### config.mk
export PLATFORM = sky130hd
export DESIGN_NAME = split_page_mapper
export DESIGN_NICKNAME = d
export VERILOG_FILES = /design/src/rtl/mapper_pkg.sv /design/src/rtl/pte_bank.sv /design/src/rtl/swap_loader.sv /design/src/rtl/xlate_stage.sv /design/src/rtl/split_page_mapper.sv
export SDC_FILE = /design/constraint.sdc
export NUM_CORES = 1
export LEC_CHECK = 0
export ABC_AREA = 1
export BUFFER_PORTS_ARGS = -buffer_cell sky130_fd_sc_hd__buf_2
export CAP_MARGIN = 40
export CORE_ASPECT_RATIO = 0.8
export CORE_MARGIN = 2
export CORE_UTILIZATION = 23
export DETAILED_ROUTE_END_ITERATION = 12
export PLACE_DENSITY = 0.38
export SYNTH_ARGS = -nofsm -noshare
export SYNTH_HDL_FRONTEND = slang
export SYNTH_SLANG_ARGS = --single-unit
### constraint.sdc
create_clock -name clk -period 1.5 [get_ports clk]
set_input_delay 0.3 -clock clk [delete_from_list [all_inputs] [get_ports clk]]
set_output_delay 0.3 -clock clk [all_outputs]
set_load 0.1 [all_outputs]
### src/rtl/mapper_pkg.sv
// Shared definitions for the split page mapper.
// Assumes: bank encoding is visible on ports as a single bit.
package mapper_pkg;
    typedef enum logic {
        BANK_INSN = 1'b0,
        BANK_DATA = 1'b1
    } bank_e;
endpackage

### src/rtl/pte_bank.sv
// One bank of page translation registers.
// Holds frame number, valid and write-permit per page; one write port,
// one combinational read port. Assumes a single writer per cycle.
module pte_bank #(
    parameter int ENTRIES = 8,
    parameter int PFN_W   = 5,
    localparam int IDX_W  = $clog2(ENTRIES)
) (
    input  logic             clk,
    input  logic             rst_n,
    input  logic             we,
    input  logic [IDX_W-1:0] widx,
    input  logic [PFN_W-1:0] wpfn,
    input  logic             wvalid,
    input  logic             wwen,
    input  logic [IDX_W-1:0] ridx,
    output logic [PFN_W-1:0] rpfn,
    output logic             rvalid,
    output logic             rwen
);
    logic [PFN_W-1:0] pfn_q [ENTRIES];
    logic [ENTRIES-1:0] val_q;
    logic [ENTRIES-1:0] wen_q;

    // Entry storage: cleared to invalid on reset, updated on write strobe.
    always_ff @(posedge clk) begin
        if (!rst_n) begin
            val_q <= '0;
            wen_q <= '0;
            for (int i = 0; i < ENTRIES; i++) pfn_q[i] <= '0;
        end else if (we) begin
            pfn_q[widx] <= wpfn;
            val_q[widx] <= wvalid;
            wen_q[widx] <= wwen;
        end
    end

    // Read port: selected entry fields.
    always_comb begin
        rpfn   = pfn_q[ridx];
        rvalid = val_q[ridx];
        rwen   = wen_q[ridx];
    end


    entry_write_chk: assert property (@(posedge clk) disable iff (!rst_n)
        we |=> (pfn_q[$past(widx)] == $past(wpfn)) && (val_q[$past(widx)] == $past(wvalid)));
endmodule

### src/rtl/swap_loader.sv
// Context-switch sequencer: walks all entries of both banks, one per cycle.
// Index order is instruction bank pages 0..N-1, then data bank pages 0..N-1.
// Assumes the external source supplies the entry for the shown index combinationally.
module swap_loader #(
    parameter int ENTRIES = 8,
    localparam int SW_W   = $clog2(ENTRIES) + 1
) (
    input  logic            clk,
    input  logic            rst_n,
    input  logic            start,
    output logic            busy,
    output logic [SW_W-1:0] idx
);
    localparam logic [SW_W-1:0] LAST = SW_W'(2 * ENTRIES - 1);

    // Sequencer: start only when idle, step index, drop busy after last entry.
    always_ff @(posedge clk) begin
        if (!rst_n) begin
            busy <= 1'b0;
            idx  <= '0;
        end else if (!busy) begin
            if (start) begin
                busy <= 1'b1;
                idx  <= '0;
            end
        end else if (idx == LAST) begin
            busy <= 1'b0;
            idx  <= '0;
        end else begin
            idx <= idx + 1'b1;
        end
    end


    swap_first_idx_chk: assert property (@(posedge clk) disable iff (!rst_n)
        $rose(busy) |-> idx == '0);

    swap_step_chk: assert property (@(posedge clk) disable iff (!rst_n)
        (busy && $past(busy)) |-> idx == SW_W'($past(idx) + 1'b1));

    swap_no_restart_chk: assert property (@(posedge clk) disable iff (!rst_n)
        ($past(busy) && busy && $past(start)) |-> idx != '0);
endmodule

### src/rtl/xlate_stage.sv
// Permission check and physical address formation with a registered response.
// Assumes the entry inputs are already selected for the request's bank.
module xlate_stage #(
    parameter int PG_W   = 3,
    parameter int OFF_W  = 13,
    parameter int PFN_W  = 5,
    localparam int PA_W  = PFN_W + OFF_W
) (
    input  logic             clk,
    input  logic             rst_n,
    input  logic             accept,
    input  logic             ifetch,
    input  logic             write,
    input  logic [PG_W-1:0]  page,
    input  logic [OFF_W-1:0] offset,
    input  logic [PFN_W-1:0] e_pfn,
    input  logic             e_valid,
    input  logic             e_wen,
    output logic             rsp_valid,
    output logic [PA_W-1:0]  rsp_paddr,
    output logic             rsp_fault,
    output logic             rsp_bank,
    output logic [PG_W-1:0]  rsp_page
);
    import mapper_pkg::*;

    logic  fault_d;
    bank_e bank_d;

    // Fault decision: invalid entry, or data store to a read-only entry.
    always_comb begin
        bank_d  = ifetch ? BANK_INSN : BANK_DATA;
        fault_d = !e_valid || (bank_d == BANK_DATA && write && !e_wen);
    end

    // Response register: address on success, bank/page report on fault.
    always_ff @(posedge clk) begin
        if (!rst_n) begin
            rsp_valid <= 1'b0;
            rsp_paddr <= '0;
            rsp_fault <= 1'b0;
            rsp_bank  <= 1'b0;
            rsp_page  <= '0;
        end else begin
            rsp_valid <= accept;
            rsp_fault <= accept && fault_d;
            rsp_paddr <= (accept && !fault_d) ? {e_pfn, offset} : '0;
            rsp_bank  <= (accept && fault_d) ? logic'(bank_d) : 1'b0;
            rsp_page  <= (accept && fault_d) ? page : '0;
        end
    end


    rsp_follows_accept_chk: assert property (@(posedge clk) disable iff (!rst_n)
        rsp_valid |-> $past(accept));

    fault_needs_rsp_chk: assert property (@(posedge clk) disable iff (!rst_n)
        rsp_fault |-> rsp_valid && rsp_paddr == '0);

    store_permit_chk: assert property (@(posedge clk) disable iff (!rst_n)
        (rsp_valid && !rsp_fault && $past(write && !ifetch)) |-> $past(e_wen));
endmodule

### src/rtl/split_page_mapper.sv
// Top: split instruction/data page mapper with register-held page table.
// Two banks of translation entries, a privileged single-entry write port,
// a sequential full-table swap, and a one-cycle registered translation.
// Assumes requests honour req_ready and swap data tracks sw_idx in-cycle.
module split_page_mapper #(
    parameter int VA_W   = 16,
    parameter int PG_W   = 3,
    parameter int PFN_W  = 5,
    localparam int OFF_W = VA_W - PG_W,
    localparam int PA_W  = PFN_W + OFF_W,
    localparam int ENTRIES = 1 << PG_W,
    localparam int SW_W  = PG_W + 1
) (
    input  logic             clk,
    input  logic             rst_n,
    input  logic             cfg_we,
    input  logic             cfg_bank,
    input  logic [PG_W-1:0]  cfg_page,
    input  logic [PFN_W-1:0] cfg_pfn,
    input  logic             cfg_valid,
    input  logic             cfg_wen,
    input  logic             sw_start,
    output logic             sw_busy,
    output logic [SW_W-1:0]  sw_idx,
    input  logic [PFN_W-1:0] sw_pfn,
    input  logic             sw_valid,
    input  logic             sw_wen,
    input  logic             req_valid,
    output logic             req_ready,
    input  logic             req_ifetch,
    input  logic             req_write,
    input  logic [VA_W-1:0]  req_vaddr,
    output logic             rsp_valid,
    output logic [PA_W-1:0]  rsp_paddr,
    output logic             rsp_fault,
    output logic             rsp_fault_bank,
    output logic [PG_W-1:0]  rsp_fault_page
);
    logic             wr_en;
    logic             wr_bank;
    logic [PG_W-1:0]  wr_page;
    logic [PFN_W-1:0] wr_pfn;
    logic             wr_valid;
    logic             wr_wen;
    logic [PG_W-1:0]  rd_page;
    logic [PFN_W-1:0] bk_pfn [2];
    logic [1:0]       bk_valid;
    logic [1:0]       bk_wen;
    logic             sel_bank;
    logic             accept;

    swap_loader #(.ENTRIES(ENTRIES)) u_loader (
        .clk   (clk),
        .rst_n (rst_n),
        .start (sw_start),
        .busy  (sw_busy),
        .idx   (sw_idx)
    );

    // Write source select: swap sequencer owns the banks while busy.
    always_comb begin
        if (sw_busy) begin
            wr_en    = 1'b1;
            wr_bank  = sw_idx[SW_W-1];
            wr_page  = sw_idx[PG_W-1:0];
            wr_pfn   = sw_pfn;
            wr_valid = sw_valid;
            wr_wen   = sw_wen;
        end else begin
            wr_en    = cfg_we;
            wr_bank  = cfg_bank;
            wr_page  = cfg_page;
            wr_pfn   = cfg_pfn;
            wr_valid = cfg_valid;
            wr_wen   = cfg_wen;
        end
    end

    // Request handshake and bank selection.
    always_comb begin
        req_ready = !sw_busy;
        accept    = req_valid && !sw_busy;
        rd_page   = req_vaddr[VA_W-1 -: PG_W];
        sel_bank  = !req_ifetch;
    end

    for (genvar b = 0; b < 2; b++) begin : g_bank
        pte_bank #(.ENTRIES(ENTRIES), .PFN_W(PFN_W)) u_bank (
            .clk    (clk),
            .rst_n  (rst_n),
            .we     (wr_en && (wr_bank == 1'(b))),
            .widx   (wr_page),
            .wpfn   (wr_pfn),
            .wvalid (wr_valid),
            .wwen   (wr_wen),
            .ridx   (rd_page),
            .rpfn   (bk_pfn[b]),
            .rvalid (bk_valid[b]),
            .rwen   (bk_wen[b])
        );
    end

    xlate_stage #(.PG_W(PG_W), .OFF_W(OFF_W), .PFN_W(PFN_W)) u_xlate (
        .clk       (clk),
        .rst_n     (rst_n),
        .accept    (accept),
        .ifetch    (req_ifetch),
        .write     (req_write),
        .page      (rd_page),
        .offset    (req_vaddr[OFF_W-1:0]),
        .e_pfn     (bk_pfn[sel_bank]),
        .e_valid   (bk_valid[sel_bank]),
        .e_wen     (bk_wen[sel_bank]),
        .rsp_valid (rsp_valid),
        .rsp_paddr (rsp_paddr),
        .rsp_fault (rsp_fault),
        .rsp_bank  (rsp_fault_bank),
        .rsp_page  (rsp_fault_page)
    );


    no_rsp_after_busy_chk: assert property (@(posedge clk) disable iff (!rst_n)
        $past(sw_busy) |-> !rsp_valid);
endmodule

==> impl_metrics.json <==
{
  "crit_type": "reg2out",
  "design.core.area_um2": 25240,
  "synthMuxAreaShare_pct": 1.189,
  "critical_path.max_fanout": 5,
  "cp.arrival_ps": 1350,
  "min-delay-start": "req_vaddr[0]",
  "rrSetupSlack_ps": -140,
  "grt_max_degree": 40,
  "nets": 838,
  "grt_pass1_wl_um": 28920,
  "post-place-ws_ps": -263.0,
  "synth_top_family_by_area": "simple AND/OR/NAND/NOR gates",
  "cts_max_level": 4,
  "insertedDiodeCount": 0,
  "power_density_nw_per_um2": 1132,
  "via_per_inst": 4.376,
  "cts_tree": "yes",
  "clock_latency_ps": 430,
  "hold_violations": 0,
  "detail-route-antenna-nets": 0,
  "cts_buffer_depth": 2,
  "ys_ff_latch": 133,
  "hpwl_um": 13280,
  "worstSetupStartpointType": "flip-flop",
  "synth_warnings": 0,
  "synth_ff_type": "edfxtp_1",
  "synthSimpleGateAreaFrac_pct": 22.93,
  "relSlewSlack_pct": 67.21,
  "gp_congestion": 0.8011,
  "dieWidth_um": 183.0,
  "cp.depth": 4,
  "drt_pass1_iterations": 4,
  "yosysUniqueCellTypes": 30,
  "timing.final.ws_setup_ps": -145.3,
  "critical_path.max_stage_delay_ps": 400,
  "synth_edf_count": 80,
  "skew_ps": 10.37,
  "synthMostInstantiatedCell": "nor2_1",
  "hold_depth": 3,
  "antenna_found_initial": 0,
  "vias": 4958,
  "violations": "negative setup slack",
  "synthToLayoutAreaGrowth_pct": 42.03,
  "reg2reg_depth": 8,
  "synthAdderAreaFrac_pct": 0.2123,
  "hold_slack_ps": 84.58,
  "clock_sinks": 133,
  "boundaryPins": 71,
  "required_ps": 1200,
  "postCtsHoldBufs": 0,
  "synth_xor_area_share_pct": 0,
  "postSynthAreaPerCell_um2": 8.944,
  "cts-buffers-inserted": 17,
  "min_to": "u_xlate.rsp_paddr[0]",
  "grt_pass1_vias": 5077,
  "seq_area_frac_synth_pct": 58.76,
  "initial_core_util_pct": 23.35,
  "r2r-end": "g_bank[1].u_bank.pfn_q[7][0]",
  "grt_overflow_total": 0,
  "synth_compound_area_share_pct": 9.998,
  "hp-class": "in2reg",
  "crit_chain": "clkinvlp_4 > buf_4 > buf_6 > buf_12",
  "cp.buffers_inverters": 4,
  "rows": 52,
  "post_drt_wl_per_cell_um": 16.11,
  "worstMarginPinSlew_ps": 495.2,
  "p_leak_uw": 0.003475,
  "grt_setup_unrepaired": "true",
  "slew_viol_final": 0,
  "initialDrtViolationCount": 219,
  "io_buffers": 70,
  "yosysTopAreaCell": "edfxtp_1",
  "synthArstFlopShare_pct": 0,
  "drc": 0,
  "cap_violations": 0,
  "status": "finished, violations left",
  "vdd_drop_max_v": 0.0008308,
  "yosys-top-cells-count": "nor2_1, nand2_1, edfxtp_1",
  "design.die.area_um2": 26930,
  "track_usage_pct": 14.24,
  "synthCells": 659,
  "setup_violations": 185,
  "crit_path_top_delay_cell": "dfxtp_4",
  "synth_top_area_share_pct": 40.76,
  "drive_gt1_share_pct": 37.58,
  "drt-total-wl_um": 18250,
  "path_clk_slew_ps": 60,
  "fin_crit_sh_pct": 109.7,
  "root_buffer": "clkbuf_16",
  "fmax_mhz": 607.8,
  "cp-end-kind": "primary output",
  "die_height_um": 147.2,
  "synth.area.top_cells": "edfxtp_1, dfxtp_1, nor2_1, nand2_1, o21ai_0",
  "syn-num-nets": 701,
  "min_period_ps": 1645,
  "r2r_start": "u_loader.busy",
  "cp_top_family": "buffers and inverters",
  "syn-cell-area_um2": 5894
}
## sequential cells by signal, indices dropped and copies added (netlist names), 3 cells and up
| signal | cells |
|---|---|
| g_bank.u_bank.pfn_q | 80 |
| u_xlate.rsp_paddr | 18 |
| g_bank.u_bank.val_q | 16 |
| g_bank.u_bank.wen_q | 8 |
| u_loader.idx | 4 |
| u_xlate.rsp_page | 3 |
## cell families after synthesis
| family | count (synthesis) |
|---|---|
| buf+inv | 91 |
| simple gates | 319 |
| compound gates | 108 |
| mux | 7 |
| fa+ha+maj | 1 |
| flops | 133 |
## area by class of cell
cell class | count | area, µm²
Sequential cell | 133 | 3472
Timing Repair Buffer | 153 | 1220
Multi-Input combinational cell | 436 | 2485
Clock inverter | 12 | 132.6
Fill cell | 2634 | 16870
Tap cell | 324 | 405.4
Clock buffer | 20 | 436.7
Inverter | 55 | 220.2
## routing by layer
metal	wire length, µm	GRT usage [%]	up-vias
li1	-	-	2455
met1	9355	20.54	2353
met2	7464	20.47	135
met3	1244	4.363	15
met4	182	3.920	0
met5	0	0	-
## worst min-delay path, cell delays in order
cell	delay, ps
buf_2	100
inv_1	40
nor2_1	30
## report_power, final
part           switching (µW)  internal, µW
registers                48.1          4010
logic                     906           436
clock network            1630          2450
## placed cells by master, fill, tap and decap left out, drive strengths merged
master / Yosys / layout
clkinvlp: 0 / 4
ha: 1 / 1
nor3: 1 / 1
a21oi: 18 / 18
inv: 54 / 54
or2: 1 / 1
nor2: 160 / 160
nand4: 1 / 1
dfxtp: 53 / 53
clkinv: 1 / 7
edfxtp: 80 / 80
o21bai: 1 / 1
a22o: 1 / 1
bufinv: 0 / 2
o22ai: 6 / 6
a211oi: 1 / 1
clkbuf: 11 / 23
o211ai: 10 / 10
o21ai: 71 / 71
nand2: 114 / 115
buf: 25 / 150
nand3: 42 / 42
mux2i: 7 / 7
## timing repair
item / in CTS / in global routing
endpoints found under the setup margin: 201 / 190
gates resized for setup: 96 / 55
cloned: 1 / 2
setup buffers: 14 / 2
pin swaps: 30 / 12
## worst max path at each step
stage | end | slack (ps) | startpoint
final | req_ready | -150 | u_loader.busy
after global routing | g_bank[1].u_bank.pfn_q[7][1] | -230 | u_loader.busy
after CTS | sw_busy | -130 | u_loader.busy
after detailed placement | u_xlate.rsp_paddr[3] | -260 | req_vaddr[14]
after global placement | g_bank[1].u_bank.pfn_q[6][4] | -210 | u_loader.busy
after floorplan | g_bank[1].u_bank.pfn_q[5][0] | -720 | u_loader.busy
## per-stage QoR
step	setup TNS, ps	util (%)	instance area (µm²)	cells	power, µW
detailed placement	-28720	28.43	7177	1084	5312
global placement	-24300	28.43	7177	1084	5309
floorplan	-112740	-	6000	659	4831
finish	-17300	33.16	8372	1133	9476
global route	-34450	33.16	8372	1133	9856
CTS	-13990	32.33	8160	1129	9519
Power figures use the tool's default switching activity.
